[src/rtl/seg_pkg.sv]
package seg_pkg;

    localparam int SEL_W  = 16;
    localparam int IDX_W  = 13;
    localparam int ADDR_W = 32;
    localparam int LIM_W  = 20;
    localparam int FLT_W  = 3;

    typedef enum logic [FLT_W-1:0] {
        FLT_NONE   = 3'd0,
        FLT_NULL   = 3'd1,
        FLT_ABSENT = 3'd2,
        FLT_BOUND  = 3'd3,
        FLT_NOEXEC = 3'd4,
        FLT_RANGE  = 3'd5
    } fault_e;

    typedef enum logic [1:0] {
        ACC_READ  = 2'd0,
        ACC_WRITE = 2'd1,
        ACC_FETCH = 2'd2,
        ACC_OTHER = 2'd3
    } acc_e;

    typedef struct packed {
        logic [ADDR_W-1:0] base;
        logic [LIM_W-1:0]  limit;
        logic              gran;
        logic              present;
        logic              exec;
    } desc_t;

    typedef struct packed {
        logic [IDX_W-1:0] index;
        logic             local_tbl;
    } sel_t;

    function automatic sel_t split_sel(input logic [SEL_W-1:0] s);
        sel_t r;
        r.index     = s[SEL_W-1:3];
        r.local_tbl = s[2];
        return r;
    endfunction

    function automatic logic [ADDR_W-1:0] eff_limit(input desc_t d);
        return d.gran ? {d.limit, 12'hFFF} : {12'h000, d.limit};
    endfunction

    function automatic logic [3:0] size_bytes(input logic [1:0] code);
        return 4'd1 << code;
    endfunction

endpackage

[src/rtl/seg_table.sv]
module seg_table
    import seg_pkg::*;
#(
    parameter int DEPTH = 16
) (
    input  logic             clk,
    input  logic             rst,
    input  logic             wr_en,
    input  logic [IDX_W-1:0] wr_index,
    input  desc_t            wr_desc,
    input  logic [IDX_W-1:0] rd_index,
    output desc_t            rd_desc,
    output logic             rd_hit
);
    localparam int AW = (DEPTH > 1) ? $clog2(DEPTH) : 1;
    localparam logic [IDX_W-1:0] DEPTH_L = IDX_W'(DEPTH);

    desc_t mem [DEPTH];

    logic wr_hit;
    assign wr_hit = wr_en && (wr_index < DEPTH_L);
    assign rd_hit = rd_index < DEPTH_L;

    always_ff @(posedge clk) begin
        if (rst) begin
            for (int i = 0; i < DEPTH; i++) mem[i] <= '0;
        end else if (wr_hit) begin
            mem[wr_index[AW-1:0]] <= wr_desc;
        end
    end

    always_comb begin
        rd_desc = '0;
        if (rd_hit) rd_desc = mem[rd_index[AW-1:0]];
    end

endmodule

[src/rtl/seg_check.sv]
module seg_check
    import seg_pkg::*;
(
    input  desc_t             desc,
    input  logic              in_range,
    input  logic              is_null,
    input  logic [ADDR_W-1:0] offset,
    input  logic [1:0]        acc_size,
    input  acc_e              acc,
    output fault_e            fault,
    output logic [ADDR_W-1:0] addr
);
    logic [ADDR_W:0]   last_byte;
    logic [ADDR_W-1:0] lim;
    logic              over;

    always_comb begin
        last_byte = {1'b0, offset} + (ADDR_W+1)'(size_bytes(acc_size)) - 33'd1;
        lim       = eff_limit(desc);
        over      = last_byte[ADDR_W] || (last_byte[ADDR_W-1:0] > lim);

        if (!in_range)                              fault = FLT_RANGE;
        else if (is_null)                           fault = FLT_NULL;
        else if (!desc.present)                     fault = FLT_ABSENT;
        else if (acc == ACC_FETCH && !desc.exec)    fault = FLT_NOEXEC;
        else if (over)                              fault = FLT_BOUND;
        else                                        fault = FLT_NONE;

        addr = (fault == FLT_NONE) ? desc.base + offset : '0;
    end

endmodule

[src/rtl/seg_xlate.sv]
module seg_xlate
    import seg_pkg::*;
#(
    parameter int GDT_DEPTH = 16,
    parameter int LDT_DEPTH = 16
) (
    input  logic        clk,
    input  logic        rst,
    input  logic        wr_en,
    input  logic        wr_local,
    input  logic [12:0] wr_index,
    input  logic [31:0] wr_base,
    input  logic [19:0] wr_limit,
    input  logic        wr_gran,
    input  logic        wr_present,
    input  logic        wr_exec,
    input  logic        req,
    input  logic [15:0] selector,
    input  logic [31:0] offset,
    input  logic [1:0]  acc_size,
    input  logic [1:0]  acc_type,
    output logic        out_valid,
    output logic [31:0] out_addr,
    output logic [2:0]  out_fault
);
    localparam int NUM_TBL = 2;

    desc_t  wdesc;
    sel_t   sel;
    desc_t  tbl_desc [NUM_TBL];
    logic   tbl_hit  [NUM_TBL];
    desc_t  cur_desc;
    logic   cur_hit;
    logic   null_sel;
    fault_e chk_fault;
    logic [ADDR_W-1:0] chk_addr;

    assign wdesc = '{base: wr_base, limit: wr_limit, gran: wr_gran,
                     present: wr_present, exec: wr_exec};
    assign sel   = split_sel(selector);

    // table 0 = global, table 1 = local
    for (genvar t = 0; t < NUM_TBL; t++) begin : g_tbl
        localparam int D = (t == 0) ? GDT_DEPTH : LDT_DEPTH;
        seg_table #(.DEPTH(D)) u_tbl (
            .clk      (clk),
            .rst      (rst),
            .wr_en    (wr_en && (wr_local == 1'(t))),
            .wr_index (wr_index),
            .wr_desc  (wdesc),
            .rd_index (sel.index),
            .rd_desc  (tbl_desc[t]),
            .rd_hit   (tbl_hit[t])
        );
    end

    assign cur_desc = sel.local_tbl ? tbl_desc[1] : tbl_desc[0];
    assign cur_hit  = sel.local_tbl ? tbl_hit[1]  : tbl_hit[0];
    assign null_sel = !sel.local_tbl && (sel.index == '0);

    seg_check u_chk (
        .desc     (cur_desc),
        .in_range (cur_hit),
        .is_null  (null_sel),
        .offset   (offset),
        .acc_size (acc_size),
        .acc      (acc_e'(acc_type)),
        .fault    (chk_fault),
        .addr     (chk_addr)
    );

    always_ff @(posedge clk) begin
        if (rst || !req) begin
            out_valid <= 1'b0;
            out_addr  <= '0;
            out_fault <= FLT_NONE;
        end else begin
            out_valid <= (chk_fault == FLT_NONE);
            out_addr  <= chk_addr;
            out_fault <= chk_fault;
        end
    end

    AST_VALID_FAULT_EXCL: assert property (@(posedge clk) disable iff (rst)
        out_valid |-> (out_fault == FLT_NONE));
    AST_FAULT_ADDR_ZERO: assert property (@(posedge clk) disable iff (rst)
        (out_fault != FLT_NONE) |-> (out_addr == '0));
    AST_IDLE_QUIET: assert property (@(posedge clk) disable iff (rst)
        !req |=> (!out_valid && out_fault == FLT_NONE));
    AST_REQ_ANSWERED: assert property (@(posedge clk) disable iff (rst)
        req |=> (out_valid || out_fault != FLT_NONE));
    AST_NULL_SLOT: assert property (@(posedge clk) disable iff (rst)
        (req && null_sel) |=> (out_fault == FLT_NULL));
    AST_FETCH_NOEXEC: assert property (@(posedge clk) disable iff (rst)
        (req && cur_hit && !null_sel && cur_desc.present && !cur_desc.exec
         && acc_type == ACC_FETCH) |=> (out_fault == FLT_NOEXEC));
    AST_ABSENT: assert property (@(posedge clk) disable iff (rst)
        (req && cur_hit && !null_sel && !cur_desc.present)
        |=> (out_fault == FLT_ABSENT));

endmodule

[config.mk]
export PLATFORM = sky130hd
export DESIGN_NAME = seg_xlate
export DESIGN_NICKNAME = d
export VERILOG_FILES = /design/src/rtl/seg_pkg.sv /design/src/rtl/seg_table.sv /design/src/rtl/seg_check.sv /design/src/rtl/seg_xlate.sv
export SDC_FILE = /design/constraint.sdc
export NUM_CORES = 2
export LEC_CHECK = 0
export BUFFER_PORTS_ARGS = -buffer_cell sky130_fd_sc_hd__buf_4
export CAP_MARGIN = 0
export CORE_UTILIZATION = 25
export CTS_CLUSTER_DIAMETER = 200
export DETAILED_ROUTE_END_ITERATION = 8
export PLACE_DENSITY = 0.47
export SYNTH_ARGS = -nofsm -noshare
export SYNTH_HDL_FRONTEND = slang
export SYNTH_SLANG_ARGS = --single-unit
[constraint.sdc]
create_clock -name clk -period 5.1 [get_ports clk]
set_input_delay 0.765 -clock clk [delete_from_list [all_inputs] [get_ports clk]]
set_output_delay 0.765 -clock clk [all_outputs]
set_load 0.005 [all_outputs]
==> Word level (Yosys, flattened, before mapping) <==
Memory sizes are Yosys's and may differ from the RTL's.
Index checks and enable logic that the tools add are counted.
{ "classes": {"shifts": 1, "n_mux": 23, "n_eq_ne": 1, "magnitude_cmp": 3, "n_addsub": 3, "bitwise": 2, "n_reduce_logical": 16} }
{ "op_table": {"columns": ["cell", "count"], "rows": [
  ["55-bit 2-to-1 mux", 5],
  ["55-bit OR reduction", 2],
  ["32-bit by 4-bit adder with 33-bit output", 1],
  ["33-bit by 1-bit subtractor with 33-bit output (second input constant)", 1],
  ["32-bit adder", 1],
  ["32-bit greater-than comparator", 1],
  ["32-bit 2-to-1 mux", 1],
  ["13-bit by 5-bit < comparator with 1-bit output (second input constant)", 2],
  ["13-bit zero test", 1],
  ["3-bit 2-to-1 mux", 4],
  ["1-bit 2-to-1 mux", 10],
  ["4-bit 2-to-1 mux", 2],
  ["1-bit logical AND", 6],
  ["1-bit by 2-bit left shift with 4-bit output (first input constant)", 1],
  ["1-bit zero test", 3],
  ["3-bit zero test", 1],
  ["2-bit equality test (second input constant)", 1],
  ["1-bit logical OR", 2],
  ["2-bit 2-to-1 mux", 1],
  ["1-bit NOT", 2],
  ["2-bit OR reduction", 1]
]} }
{ "totals": {"register_bits": 36, "ramBits": 1760, "memories": 2, "in_bits": 125, "out_inout_bits": 36} }
{ "mem_list": {"columns": ["memory", "words", "width", "rd", "rd_ports_with_merged_regs", "wr", "line", "source"], "rows": [
  ["g_tbl[0].u_tbl.mem", 16, 55, 1, 0, 16, "seg_table.sv:18", "desc_t mem [DEPTH];"],
  ["g_tbl[1].u_tbl.mem", 16, 55, 1, 0, 16, "seg_table.sv:18", null]
]} }

==> Longest topological paths before layout <==
{ "depth": {"ltp_word": 14, "mapped_depth": 26, "ltp_nobuf": 24} }

==> Cells and area by module <==
A second synthesis with hierarchy kept.
{ "unflattened": {"hier_cells": 5907, "hier_area_um2": 84195.8} }
{ "modules_own_cells": {"columns": ["module", "instances", "area_per_inst_um2", "cells_each", "seq_area_each_um2"], "rows": [
  ["seg_table at g_tbl[1].u_tbl", 1, 38964.9, 2559, 26425.3],
  ["seg_table at g_tbl[0].u_tbl", 1, 38963.6, 2559, 26425.3],
  ["seg_check", 1, 4451.8, 644, 0.0],
  ["seg_xlate", 1, 1815.5, 145, 720.7]
]} }

==> Worst setup path before layout <==
No wires, ideal clock.
{ "synth_timing": {"kind": "input port to flip-flop", "from": "input port selector[3]", "to": "register out_addr[20]", "setup_slack_ns": -0.238, "setup_ns": 0.114, "cell_stages": 21, "arrival_time_ns": 5.224, "required_time_ns": 4.986, "cell_sequence": "buf_6 > buf_8 > buf_6 > buf_6 > buf_2 > buf_2 > mux4_2 > mux4_2 > mux2i_1 > nor2_1 > ha_1 > fa_1 > a211oi_1 > o21bai_1 > a21oi_1 > o31ai_1 > a31o_2 > a21o_1 > a21oi_1 > xor2_1 > nor2_1"} }
{ "synth_via": {"elab_chain_cells": 14} }
{ "synth_rtl": {"columns": ["item", "line", "source"], "rows": [
  ["start, declared", "seg_xlate.sv:18", "input logic [15:0] selector,"],
  ["13-bit by 5-bit < comparator with 1-bit output / memory read 16 x 55 bit (equally long branches)", null, null],
  ["55-bit 2-to-1 mux", "seg_table.sv:34", "if (rd_hit) rd_desc = mem[rd_index[AW-1:0]];"],
  ["55-bit 2-to-1 mux", "seg_xlate.sv:57", "assign cur_desc = sel.local_tbl ? tbl_desc[1] : tbl_desc[0];"],
  ["32-bit 2-to-1 mux", "seg_pkg.sv:46", "return d.gran ? {d.limit, 12'hFFF} : {12'h000, d.limit};"],
  ["32-bit greater-than comparator", "seg_check.sv:20", "over = last_byte[ADDR_W] || (last_byte[ADDR_W-1:0] > lim);"],
  ["1-bit logical OR", "seg_check.sv:20", null],
  ["2-bit 2-to-1 mux", "seg_check.sv:26", "else if (over) fault = FLT_BOUND;"],
  ["3-bit 2-to-1 mux", "seg_check.sv:25", "else if (acc == ACC_FETCH && !desc.exec) fault = FLT_NOEXEC;"],
  ["3-bit 2-to-1 mux", "seg_check.sv:24", "else if (!desc.present) fault = FLT_ABSENT;"],
  ["3-bit 2-to-1 mux", "seg_check.sv:23", "else if (is_null) fault = FLT_NULL;"],
  ["3-bit 2-to-1 mux", "seg_check.sv:22", "if (!in_range) fault = FLT_RANGE;"],
  ["3-bit zero test", "seg_check.sv:29", "addr = (fault == FLT_NONE) ? desc.base + offset : '0;"],
  ["1-bit NOT (no source line)", null, null],
  ["2-bit OR reduction (no source line)", null, null],
  ["end signal, assigned", "seg_xlate.sv:79", "out_addr <= chk_addr;"],
  ["end, declared", "seg_xlate.sv:23", "output logic [31:0] out_addr,"]
]} }
Several ways; a longest one is shown, not always the timed one.
A chain may end at the register's enable or synchronous reset.

==> Worst setup path after layout <==
{ "layout_timing": {"from": "input port acc_size[1]", "to": "register out_addr[21]"} }
{ "layout_via": {"elab_chain_cells": 13} }
{ "layout_rtl": {"columns": ["item", "line", "source"], "rows": [
  ["start, declared", "seg_xlate.sv:20", "input logic [1:0] acc_size,"],
  ["1-bit by 2-bit left shift with 4-bit output (*)", "seg_pkg.sv:50", "return 4'd1 << code;"],
  ["32-bit by 4-bit adder with 33-bit output (*)", "seg_check.sv:18", "last_byte = {1'b0, offset} + (ADDR_W+1)'(size_bytes(acc_size)) - 33'd1;"],
  ["33-bit by 1-bit subtractor with 33-bit output (*)", "seg_check.sv:18", null],
  ["32-bit greater-than comparator", "seg_check.sv:20", null],
  ["1-bit logical OR (*)", "seg_check.sv:20", null],
  ["2-bit 2-to-1 mux (*)", "seg_check.sv:26", null],
  ["3-bit 2-to-1 mux (*)", "seg_check.sv:25", null],
  ["3-bit 2-to-1 mux (*)", "seg_check.sv:24", null],
  ["3-bit 2-to-1 mux (*)", "seg_check.sv:23", null],
  ["3-bit 2-to-1 mux (*)", "seg_check.sv:22", null],
  ["3-bit zero test (*)", "seg_check.sv:29", null],
  ["1-bit NOT (no source line) (*)", null, null],
  ["2-bit OR reduction (no source line) (*)", null, null]
]} }
Every way passes the cells marked *; elsewhere a longest branch is shown, timed or not.

==> summary.md <==
| Metric | Value |
|---|---|
| Chip width | 584 microns |
| Largest net degree at the start of global routing | between 50 and 60 |
| Initial detailed-routing violation count | between 5000 and 6000 |
| Ys flop type | edfxtp_1 |
| I/O pin count | approximately 160 |
| H-tree levels | 4 |
| Worst slew pin tran | 1.17 ns |
| Drt pass-1 iters | 7 |
| Core area | 337000 sq um |
| GP Congestion | between 0.8 and 0.9 |
| Grt ovf | 0 |
| Nets | 5972 |
| Layout fillers | 33300 |
| # Max-Cap Violations | 0 |
| WL final | 301000 microns |
| Post-route ant nets | 0 |
| Post-Syn Instances | 5432 |
| Setup Crit Path Kind | in2reg |
| Pwr Total | roughly 34 mW |
| Root buf cell | clkbuf_16 |
| LEAKAGE | approximately 35 nW |
| Die ar. | roughly 340000 sq um |
| Sequential fraction of the synthesis area | a little over three fifths |
| Worst min path class | in2reg |
| Slew HR | between 20 and 25% |
| Avg Cell Area, Syn | 15.6 sq um |
| Final Critical Period | 4.78 ns |
| Period utilisation layout | between 90% and 100% |
| Final Skew | between 0.1 and 0.15 ns |
| RSZ-0062 raised after global routing | no |
| Endpoints failing setup | 0 |
| Routed vias/inst | approximately 4.7 |
| Hold Violations, Final | 0 |
| Placed wire-length estimate | 174000 microns |
| Postcts setup bufs | 0 |
| DRC | 0 |
| Startpoint types | input pin |
| WL/cell | slightly below 30 microns |
| CP Data Arrival Time | 5.60 ns |
| Slew Limit Fails | 0 |
| Port bufs | about 160 |
| Clock Tree Buf Depth | 4 |
| Synthesized Nets | between 5000 and 6000 |
| Yosys reg bits | 1796 |
| TNS Setup | 0 ns |
| CP endpoint kind | flip-flop |
| Async S/R FF share, synth | 0% |
| YS warnings | 0 |
| Reg clk slew, reported paths | ~0.06 ns |
| Vias | a little under 50000 |
| Post-synth top area share | 62.4% |
| Post-Place Cells | ~10000 |
| Share of cells above drive strength 1 | roughly a quarter |
| Run status | complete, no violations |
| EDFF count, synth | around 1800 |
| Hold WS | about 0.26 ns |
| Initial core utilization | about a quarter |
| Initial antenna violation count | 59 |
| Max FO, Critical Path | 33 |
| Non-filler cells, final | 10400 |
| DIE HEIGHT | between 500 and 600 microns |
| CTS tree | yes |
| Row count | about 210 |
| Clock sinks | approximately 1800 |
| Vias in the first global route | approximately 50000 |
| Synth cell types | approximately 70 |
| Max frequency | 209 MHz |
| Worst vdd ir | between 0.0002 and 0.0003 V |
| Req. time, crit path | about 5.9 ns |
| Area Growth Syn to Fin | 19.0% |
| TritonCTS buffer count | around 210 |
| PwrDens | 342 nW/um^2 |
| First-pass GRT wire length | roughly 410000 microns |
| Post-Syn Area | ~85000 sq um |
| Synth area leaders | edfxtp_1 (62%), mux4_2 (14%), and2_1 (13%), clkbuf_1 (1.8%), ha_1 (1.4%) |
| Overall Global Routing Usage | 17.5% |
| Yosys top cell by area | edfxtp_1 |
| Clk_lat worst skew | 0.92 ns |
==> critical path, cell delays in order <==
cell	delay, ns
buf_4	0.12
or2_2	0.29
ha_1	0.18
inv_1	0.06
ha_1	0.16
inv_1	0.06
fa_1	0.43
nor2b_1	0.17
o211ai_1	0.12
a21oi_1	0.22
buf_4	0.15
o21ai_0	0.11
o21ai_0	0.25
a21o_1	0.15
a21oi_1	0.07
xnor2_1	0.25
ha_1	0.30
a21o_1	0.17
nand3_1	0.08
a21oi_1	0.06
o21ai_0	0.18
a221o_1	0.17
nand3_1	0.08
o2bb2ai_2	0.15
or3_1	0.42
buf_12	0.19
a311oi_1	0.21
==> report_power, final <==
| part | leakage [nW] | internal [mW] | switching, mW | total [mW] |
|---|---|---|---|---|
| Clock | 3.00 | 7.97 | 6.09 | 14.1 |
| Sequential | 17.0 | 16.9 | 0.178 | 17.0 |
| Combinational | 15.1 | 1.44 | 1.90 | 3.34 |
| Total | 35.1 | 26.3 | 8.17 | 34.4 |
==> metrics by stage <==
step / setup slack, ns / area [sq um] / util [%]
after floorplan: -0.0392 / 84900 / -
after global placement: -0.596 / 94600 / 28.1
after global routing: 0.0365 / 101000 / 29.9
after CTS: 0.388 / 101000 / 29.9
after detailed placement: -0.569 / 94600 / 28.1
final: 0.317 / 101000 / 29.9
==> cell families after synthesis <==
| group | share of synthesized area [%] |
|---|---|
| AOI/OAI and AO/OA | 1.56 |
| adders and majority gates | 1.49 |
| muxes | 15.4 |
| buffers and inverters | 2.77 |
| xor gates and xnor gates | 0.567 |
| and+or+nand+nor | 14.9 |
| DFF | 63.2 |
==> routing by layer <==
metal	track usage, %	up-vias	part of all wire, %
met5	0	-	0.070
met4	4.44	36	2.7
met3	3.32	403	7.7
met2	29.5	1901	48
met1	22.9	25900	41
li1	-	20700	-
==> area by class of cell <==
| cell class | count | area, sq um | share of cell area, % |
|---|---|---|---|
| clock buffer | 264 | 5440 | 5.39 |
| inverter | 54 | 203 | 0.201 |
| clock inverter | 92 | 738 | 0.732 |
| tap | 4515 | 5650 | 5.60 |
| antenna | 18 | 45.0 | 0.0447 |
| multi-input combinational | 3077 | 29100 | 28.9 |
| sequential | 1796 | 53600 | 53.1 |
| timing repair buffer | 611 | 6090 | 6.04 |
==> worst paths after layout <==
check	from	endpoint	slack, ns	depth (start not counted)
worst max-delay path	acc_size[1]	out_addr[21]	0.32	27
worst min register to register	g_tbl[0].u_tbl.mem[0][1]	out_fault[1]	1.27	4
worst max register to register	g_tbl[0].u_tbl.mem[9][2]	out_addr[21]	0.57	16
worst min-delay path	offset[31]	out_addr[31]	0.26	4
==> synthesized netlist by cell type, drive strengths merged, types with 2 or more instances <==
master and count:
nor4 3, nor3b 3, mux2i 46, a21oi 77, nor3 20, edfxtp 1760, nand2 61, o21ai 48
o211ai 7, mux2 15, nand2b 18, a211o 4, mux4 550, a211oi 7, or2 37, and4 3
xor2 25, o21a 9, xnor2 29, a311oi 2, nand4 10, or3 7, nand3 24, nor2b 5
a21o 27, ha 98, clkbuf 407, buf 98, and3 9, nor2 138, a221o 2, fa 2
dfxtp 36, o21bai 7, o31ai 2, and2 1760, inv 54, a31oi 5, a221oi 4
==> state kept, by name (all words and copies together), names as in the netlist <==
name / flops
out_valid: 1
out_fault: 3
g_tbl.u_tbl.mem: 1760
out_addr: 32
==> layout by cell type (no fill, tap or decap), types with 23 or more instances in the layout <==
cell type / Yosys / final
xnor2_1: 28 / 28
inv_1: 52 / 52
xor2_1: 25 / 25
dfxtp_1: 36 / 36
buf_4: 12 / 489
and2_1: 1760 / 1760
edfxtp_1: 1760 / 1760
nand2_1: 61 / 61
o21ai_0: 41 / 40
ha_1: 98 / 98
nor2_1: 136 / 112
clkbuf_1: 405 / 55
mux2i_1: 46 / 46
a21o_1: 27 / 27
mux4_2: 532 / 532
nand3_1: 24 / 24
clkbuf_16: 0 / 209
or2_4: 0 / 32
clkinv_2: 0 / 23
buf_12: 0 / 118
a21oi_1: 76 / 76
clkinv_1: 0 / 50
nor2_4: 0 / 24
==> timing repair <==
item,CTS,global route
setup endpoints to repair,0,3
hold buffers,0,0
resized for setup,0,1
Note: power is estimated with default switching activity, not from simulation.
